File: config.mk
export PLATFORM = sky130hd
export DESIGN_NAME = addr_select_decoder
export DESIGN_NICKNAME = d
export VERILOG_FILES = /design/src/rtl/addr_sel_pkg.sv /design/src/rtl/sel_reg_file.sv /design/src/rtl/sel_window_match.sv /design/src/rtl/sel_priority.sv /design/src/rtl/addr_select_decoder.sv
export SDC_FILE = /design/constraint.sdc
export NUM_CORES = 1
export LEC_CHECK = 0
export CAP_MARGIN = 20
export CORE_MARGIN = 5
export CORE_UTILIZATION = 49
export CTS_CLUSTER_DIAMETER = 60
export CTS_CLUSTER_SIZE = 10
export DETAILED_ROUTE_END_ITERATION = 16
export PLACE_DENSITY_LB_ADDON = 0.2
export SYNTH_ARGS = -nofsm -noshare
export SYNTH_HDL_FRONTEND = slang
export SYNTH_SLANG_ARGS = --single-unit
File: constraint.sdc
create_clock -name clk -period 5.5 [get_ports clk]
set_clock_uncertainty 0.15 [all_clocks]
set_input_delay 1.1 -clock clk [delete_from_list [all_inputs] [get_ports clk]]
set_output_delay 1.1 -clock clk [all_outputs]
set_load 0.01 [all_outputs]
File: src/rtl/addr_sel_pkg.sv
`timescale 1ns/1ps
package addr_sel_pkg;
  localparam int unsigned BYTE_W    = 8;
  localparam int unsigned EN_BIT    = 0;
  localparam int unsigned IO_BIT    = 1;
  localparam int unsigned BOOT_BIT  = 0;
  localparam logic [BYTE_W-1:0] FLAG_BITS = 8'h03;
  localparam int unsigned CTRL_OFS  = 0;

  typedef struct packed {
    logic [BYTE_W-1:0] mask;
    logic [BYTE_W-1:0] cmp;
  } sel_cfg_t;

  function automatic int unsigned mask_ofs(int unsigned k);
    return 2 + 2 * k;
  endfunction

  function automatic int unsigned cmp_ofs(int unsigned k);
    return 3 + 2 * k;
  endfunction
endpackage

File: src/rtl/sel_reg_file.sv
`timescale 1ns/1ps
module sel_reg_file
  import addr_sel_pkg::*;
#(
  parameter int unsigned NUM_SEL = 4,
  parameter int unsigned OFS_W   = 4
) (
  input  logic              clk,
  input  logic              rst_n,
  input  logic              wr_en,
  input  logic [OFS_W-1:0]  wr_ofs,
  input  logic [BYTE_W-1:0] wr_data,
  output sel_cfg_t          cfg_o [NUM_SEL],
  output logic              boot_mode_o
);
  sel_cfg_t          cfg_q [NUM_SEL];
  sel_cfg_t          cfg_d [NUM_SEL];
  logic [BYTE_W-1:0] ctrl_q, ctrl_d;

  // next-state
  always_comb begin
    ctrl_d = ctrl_q;
    for (int k = 0; k < NUM_SEL; k++) cfg_d[k] = cfg_q[k];
    if (wr_ofs == OFS_W'(CTRL_OFS)) ctrl_d = wr_data;
    for (int k = 0; k < NUM_SEL; k++) begin
      if (wr_ofs == OFS_W'(mask_ofs(k))) cfg_d[k].mask = wr_data;
      if (wr_ofs == OFS_W'(cmp_ofs(k)))  cfg_d[k].cmp  = wr_data;
    end
  end

  // registers, write strobe as clock enable
  always_ff @(posedge clk or negedge rst_n) begin
    if (!rst_n) begin
      ctrl_q <= BYTE_W'(1) << BOOT_BIT;
      for (int k = 0; k < NUM_SEL; k++) cfg_q[k] <= '0;
    end else if (wr_en) begin
      ctrl_q <= ctrl_d;
      for (int k = 0; k < NUM_SEL; k++) cfg_q[k] <= cfg_d[k];
    end
  end

  always_comb begin
    for (int k = 0; k < NUM_SEL; k++) cfg_o[k] = cfg_q[k];
  end
  assign boot_mode_o = ctrl_q[BOOT_BIT];


  boot_clear_chk: assert property (@(posedge clk) disable iff (!rst_n)
    (wr_en && wr_ofs == OFS_W'(CTRL_OFS) && wr_data == '0) |=> !boot_mode_o);

  for (genvar k = 0; k < NUM_SEL; k++) begin : g_chk

    mask_lands_chk: assert property (@(posedge clk) disable iff (!rst_n)
      (wr_en && wr_ofs == OFS_W'(mask_ofs(k))) |=> (cfg_o[k].mask == $past(wr_data)));

    cmp_lands_chk: assert property (@(posedge clk) disable iff (!rst_n)
      (wr_en && wr_ofs == OFS_W'(cmp_ofs(k))) |=> (cfg_o[k].cmp == $past(wr_data)));

    idle_hold_chk: assert property (@(posedge clk) disable iff (!rst_n)
      !wr_en |=> ($stable(cfg_o[k].mask) && $stable(cfg_o[k].cmp)));
  end
endmodule

File: src/rtl/sel_window_match.sv
`timescale 1ns/1ps
module sel_window_match
  import addr_sel_pkg::*;
#(
  parameter int unsigned ADDR_W = 16
) (
  input  logic              clk,
  input  logic              rst_n,
  input  sel_cfg_t          cfg,
  input  logic              cyc_valid,
  input  logic              cyc_io,
  input  logic [ADDR_W-1:0] cyc_addr,
  output logic              hit_o
);
  logic [BYTE_W-1:0] addr_byte;
  logic [BYTE_W-1:0] cmp_mask;
  logic              type_ok;
  logic              bits_ok;

  always_comb begin
    addr_byte = cyc_io ? cyc_addr[BYTE_W-1:0] : cyc_addr[ADDR_W-1 -: BYTE_W];
    cmp_mask  = cfg.mask & ~FLAG_BITS;
    type_ok   = (cfg.mask[IO_BIT] == cyc_io);
    bits_ok   = (((addr_byte ^ cfg.cmp) & cmp_mask) == '0);
    hit_o     = cyc_valid && cfg.mask[EN_BIT] && type_ok && bits_ok;
  end


  disabled_quiet_chk: assert property (@(posedge clk) disable iff (!rst_n)
    !cfg.mask[EN_BIT] |-> !hit_o);

  idle_quiet_chk: assert property (@(posedge clk) disable iff (!rst_n)
    !cyc_valid |-> !hit_o);
endmodule

File: src/rtl/sel_priority.sv
`timescale 1ns/1ps
module sel_priority #(
  parameter int unsigned NUM_SEL = 4
) (
  input  logic               clk,
  input  logic               rst_n,
  input  logic [NUM_SEL-1:0] hit,
  input  logic               boot_force,
  output logic [NUM_SEL-1:0] sel_o
);
  logic [NUM_SEL-1:0] lowest;

  always_comb begin
    lowest = hit & (~hit + NUM_SEL'(1));
    sel_o  = boot_force ? NUM_SEL'(1) : lowest;
  end


  single_sel_chk: assert property (@(posedge clk) disable iff (!rst_n)
    $onehot0(sel_o));

  sel_from_hit_chk: assert property (@(posedge clk) disable iff (!rst_n)
    !boot_force |-> ((sel_o & ~hit) == '0));
endmodule

File: src/rtl/addr_select_decoder.sv
`timescale 1ns/1ps
module addr_select_decoder
  import addr_sel_pkg::*;
#(
  parameter int unsigned ADDR_W  = 16,
  parameter int unsigned NUM_SEL = 4,
  parameter int unsigned OFS_W   = 4
) (
  input  logic               clk,
  input  logic               rst_n,
  input  logic [ADDR_W-1:0]  cyc_addr,
  input  logic               cyc_valid,
  input  logic               cyc_io,
  input  logic               cyc_rd,
  input  logic               cfg_wr_en,
  input  logic [OFS_W-1:0]   cfg_wr_ofs,
  input  logic [BYTE_W-1:0]  cfg_wr_data,
  output logic [NUM_SEL-1:0] sel_o
);
  localparam int unsigned SYNC_STAGES = 2;

  logic [SYNC_STAGES-1:0] rst_sync_q;
  logic                   rst_n_int;
  sel_cfg_t               cfg [NUM_SEL];
  logic                   boot_mode;
  logic [NUM_SEL-1:0]     hit;
  logic                   boot_force;

  always_ff @(posedge clk or negedge rst_n) begin
    if (!rst_n) rst_sync_q <= '0;
    else        rst_sync_q <= {rst_sync_q[SYNC_STAGES-2:0], 1'b1};
  end
  assign rst_n_int = rst_sync_q[SYNC_STAGES-1];

  sel_reg_file #(.NUM_SEL(NUM_SEL), .OFS_W(OFS_W)) u_regs (
    .clk        (clk),
    .rst_n      (rst_n_int),
    .wr_en      (cfg_wr_en),
    .wr_ofs     (cfg_wr_ofs),
    .wr_data    (cfg_wr_data),
    .cfg_o      (cfg),
    .boot_mode_o(boot_mode)
  );

  for (genvar k = 0; k < NUM_SEL; k++) begin : g_win
    sel_window_match #(.ADDR_W(ADDR_W)) u_match (
      .clk      (clk),
      .rst_n    (rst_n_int),
      .cfg      (cfg[k]),
      .cyc_valid(cyc_valid),
      .cyc_io   (cyc_io),
      .cyc_addr (cyc_addr),
      .hit_o    (hit[k])
    );
  end

  assign boot_force = boot_mode && cyc_valid && cyc_rd && !cyc_io;

  sel_priority #(.NUM_SEL(NUM_SEL)) u_prio (
    .clk       (clk),
    .rst_n     (rst_n_int),
    .hit       (hit),
    .boot_force(boot_force),
    .sel_o     (sel_o)
  );


  no_cycle_no_sel_chk: assert property (@(posedge clk) disable iff (!rst_n_int)
    !cyc_valid |-> (sel_o == '0));

  boot_read_rom_chk: assert property (@(posedge clk) disable iff (!rst_n_int)
    (boot_mode && cyc_valid && cyc_rd && !cyc_io) |-> (sel_o == NUM_SEL'(1)));
endmodule

## Word level (Yosys, flattened, before mapping)

Cells that the tools add are included.

| word-level totals | value |
|---|---|
| logic and storage cells | 65 |
| RAM bits | 0 |
| flip-flop bits (word level) | 67 |
| memory bits (read-only) | 0 |
| latch bits | 0 |
| output and inout bits | 4 |
| memories | 0 |
| input bits | 34 |

| operators by class | value |
|---|---|
| multiply operators | 0 |
| bitwise gates (word level) | 10 |
| shifts and indexed selects | 0 |
| muxes and demuxes | 2 |
| add/subtract/negate cells | 1 |
| div/mod/pow operators | 0 |
| $lt $le $gt $ge | 0 |
| equality and inequality tests | 12 |
| reduce and logical (&&, ||, !) cells | 30 |

Operators with widths:

| cell | number |
|---|---|
| bitwise AND 8 bit | 4 |
| zero test 8 bit | 4 |
| bitwise XOR 8 bit | 4 |
| AND reduction 2 bit | 9 |
| equality test 4 x 3 -> 1 bit (second input constant) | 4 |
| logical AND 1 bit | 15 |
| equality test 4 x 2 -> 1 bit (second input constant) | 2 |
| equality test 4 bit (second input constant) | 2 |
| two-way mux 8 bit | 1 |
| adder 4 x 1 -> 4 bit (second input constant) | 1 |
| bitwise AND 4 bit | 1 |
| equality test 1 bit | 4 |
| zero test 4 bit | 1 |
| two-way mux 4 bit | 1 |
| inverter 4 bit | 1 |
| zero test 1 bit | 1 |

## Longest topological paths before layout

| depth | value |
|---|---|
| word-level depth | 9 |
| depth in mapped cells | 6 |
| depth with buffers taken out | 5 |

## By module

From an unflattened synthesis, not the netlist that was laid out.

| unflattened totals | value |
|---|---|
| cell total of the unflattened synthesis | 233 |
| area, all modules | 3255.6 um^2 |

By module, submodules not included:

| module | area each (um^2) | instances | cells an instance |
|---|---|---|---|
| sel_reg_file | 2473.6 | 1 | 148 |
| sel_window_match | 167.7 | 4 | 19 |
| addr_select_decoder | 63.8 | 1 | 4 |
| sel_priority | 47.5 | 1 | 5 |

## Least setup slack after synthesis

OpenSTA, ideal clock, no wires.

| timing | value |
|---|---|
| path type | input to output |
| start | input cyc_io |
| end | output sel_o[3] |
| setup slack | 1771 ps |
| stages on the path | 6 |
| data arrival time | 2479 ps |
| cell sequence | buf_12 -> mux2i_4 -> mux2i_1 -> a2111oi_0 -> a31o_2 -> nor4bb_2 |

| between the ends | value |
|---|---|
| cells in the longest elaborated chain, start to end | 9 |

RTL lines:

| item | RTL line | source |
|---|---|---|
| start: declaration | addr_select_decoder.sv:13 | `input logic cyc_io,` |
| two-way mux 8 bit | sel_window_match.sv:21 | `addr_byte = cyc_io ? cyc_addr[BYTE_W-1:0] : cyc_addr[ADDR_W-1 -: BYTE_W];` |
| bitwise XOR 8 bit | sel_window_match.sv:24 | `bits_ok = (((addr_byte ^ cfg.cmp) & cmp_mask) == '0);` |
| bitwise AND 8 bit | sel_window_match.sv:24 |  |
| zero test 8 bit | sel_window_match.sv:24 |  |
| logical AND 1 bit | sel_window_match.sv:25 | `hit_o = cyc_valid && cfg.mask[EN_BIT] && type_ok && bits_ok;` |
| inverter 4 bit | sel_priority.sv:14 | `lowest = hit & (~hit + NUM_SEL'(1));` |
| adder 4 x 1 -> 4 bit | sel_priority.sv:14 |  |
| bitwise AND 4 bit | sel_priority.sv:14 |  |
| two-way mux 4 bit (*) | sel_priority.sv:15 | `sel_o = boot_force ? NUM_SEL'(1) : lowest;` |
| end: declaration | addr_select_decoder.sv:18 | `output logic [NUM_SEL-1:0] sel_o` |

Mark *: on every way between the ends. The rest lies on a longest branch, timed or not.

## Worst setup path in the final report

Same ends and word-level chain as after synthesis.

==> run metrics <==
max_cap viols=0; antenna fix cells=0; first-pass GRT wire length=9252 um; GP Congestion=0.7688; largest fanout on the critical path=10; RR Endpoint=u_regs.cfg_o[14]; Worst Setup SP=cyc_io; Seq cells post-synth=59; # setup viols final=0; nets@finish=276; Lkg Pwr=1.389 nW; vias per cell=5.276; CTS resizes=0; share of layout cells above drive strength 1=34.82%; CP arrival=3.78 ns; CTS max path bufs=2; number of buffers created by CTS=9; Vert. Die Dim=85.75 um; Syn Std Cell Area=0.002811 mm^2; RSZ-0062 raised after global routing=false; initial antenna violation count=0; IO Port Bufs=33; Fin Setup TNS=0 ns; Rel. slew slack=45.40%; antenna-violating nets left=0; setup bufs post-CTS=0; Worst VDD drop=202.3 uV; final core occ=62.20%; Die W=85.75 um; detailed placer's ending HPWL=3975 um; CORE AREA=0.005540 mm^2; H-tree Lvls=3; actual slew at the worst max-slew pin=0.8173 ns; fin. max-slew vios=0; GRT Residual Overflow=0; Cell Count Post-Placement=303; Yosys cell types=27; final worst path period share=91.41%; Design Power=1.268 mW; vias in the first global route=1758; Critical Path End Type=output pin; R2R Setup Slk=4.46 ns; Hold Vio Cnt, Final=0; Syn Nets=233; Top Ports=38; worst r2r path cells=1; CTS tree=done; outcome=complete, no violations; Sink Count=59; Period minus WS final=5.027 ns; Core Rows=27; First-pass DRT Iterations=4; final std cells w/o fill=319; Worst R2R Start=rst_sync_q[1]; multi-input combinational cell area=0.001303 mm^2; # fillers=446; clock root buffer=clkbuf_8; kind of critical path=input port to output pin; worst-skew pair later-pin latency=0.32 ns; gr usage total=17.19%; pwr dens=367.9 mW/mm^2; drt total wl=5615 um; yosys warns=0; largest net degree at the start of global routing=58; CTS Hold Buffers Added=0; crit path launch type=input port; Area Overhead vs Synth=22.56%; WP data required=4.25 ns; Post-Syn Area per Cell=14.13 um^2; fmax=198.9 MHz; drt wl/cell=17.60 um; initial core utilization=50.75%; Hold Path Class=flip-flop to flip-flop; DRT iter0 DRCs=65; Cell Area, Placed=0.003237 mm^2; Worst Setup EP=sel_o[3]; Gate Count Post-Synth=199; commonest non-fill, non-tap cells in the layout=57 x mux2_2, 57 x dfrtp_1, 33 x clkdlybuf4s50_1; # DRC=0; via count=1683; post-synthesis sequential area ratio=52.56%; die area=0.007352 mm^2; FF+latch area=0.001479 mm^2; CTS clk-pin slew, worst paths=0.06 ns; Finished Cell Area=0.003446 mm^2
[per-layer routing]
layer | GRT usage, % | part of all wire, %
met1 | 22.04 | 47
met2 | 26.98 | 47
met3 | 5.476 | 4.9
met4 | 7.050 | 1.3
met5 | 0 | 0
[critical path: stages]
cell and delay (ns):
clkdlybuf4s50_1 0.61, buf_12 0.21, mux2i_4 0.33, mux2i_1 0.27, a2111oi_0 0.10, a31o_2 0.30
nor4bb_2 0.27, clkdlybuf4s50_1 0.57
[report_power, final]
part           leakage (nW)  total (mW)  internal, mW  switching (mW)
registers             0.720       0.590         0.534          0.0560
logic                 0.567       0.258         0.160          0.0981
clock network         0.103       0.419         0.254           0.165
total                  1.39        1.27         0.948           0.320
[worst min path at each step]
stage / start / to / slack [ns] / cells after the start
2_1_floorplan: rst_sync_q[0] / rst_sync_q[1] / 0.18 / 0
3_3_place_gp: rst_sync_q[0] / rst_sync_q[1] / 0.19 / 0
3_5_place_dp: rst_sync_q[0] / rst_sync_q[1] / 0.19 / 0
4_1_cts: rst_sync_q[0] / rst_sync_q[1] / 0.21 / 0
5_1_grt: rst_sync_q[0] / rst_sync_q[1] / 0.22 / 0
6_report: rst_sync_q[0] / rst_sync_q[1] / 0.20 / 0
[flip-flops by register name (all words and copies together), names as in the netlist]
register,flops
u_regs.ctrl_q,1
u_regs.cfg_o,56
rst_sync_q,2
[metrics by stage]
| step | hold WS (ns) | setup slack [ns] |
|---|---|---|
| 6_report | 0.2006 | 0.4725 |
| 2_1_floorplan | 0.1812 | 1.771 |
| 5_1_grt | 0.2166 | 0.3340 |
| 3_5_place_dp | 0.1902 | 0.4348 |
| 3_3_place_gp | 0.1858 | 0.4407 |
| 4_1_cts | 0.2050 | 0.4344 |
[cell type report]
type                    count  share of cell area (%)
well taps                  72                   2.614
flip-flops and latches     59                   42.92
clock inverters             5                   2.251
clock buffers              11                   3.813
repair buffers             36                   10.60
multi-input cells         136                   37.80
[logic make-up (layout without fill, tap and decap cells)]
kind of cell	count (synthesis)	in the layout	synth area share [%]
multiplexers	65	65	28.04
flip-flops	59	59	52.56
AND/OR/NAND/NOR	32	32	6.854
XOR/XNOR	26	26	8.100
AO/OA/AOI/OAI	12	12	3.204
buffers and inverters	4	52	1.113
other	1	1	0.1334
[Yosys cell counts]
cell type,number,area (um^2)
a2111oi_0,1,8.760
nand2b_1,4,25.02
or3_1,1,6.260
nor4bb_2,1,16.27
conb_1,1,3.750
xnor2_1,26,227.7
mux2_2,57,641.9
a22oi_1,5,37.54
dfstp_2,1,26.28
nor3b_2,1,12.51
nand3b_1,3,22.52
clkbuf_1,3,11.26
mux2i_4,5,112.6
nand3_1,6,30.03
dfrtp_1,58,1451
a222oi_1,2,20.02
mux2i_2,1,13.76
buf_12,1,20.02
nor2_1,5,18.77
nand2_1,6,22.52
nor2b_1,1,6.260
a31o_2,1,8.760
nor3b_1,2,15.01
and4b_2,1,11.26
nand4_1,1,6.260
a21oi_1,3,15.01
mux2i_1,2,20.02
Note: power is estimated with default switching activity, not from simulation.
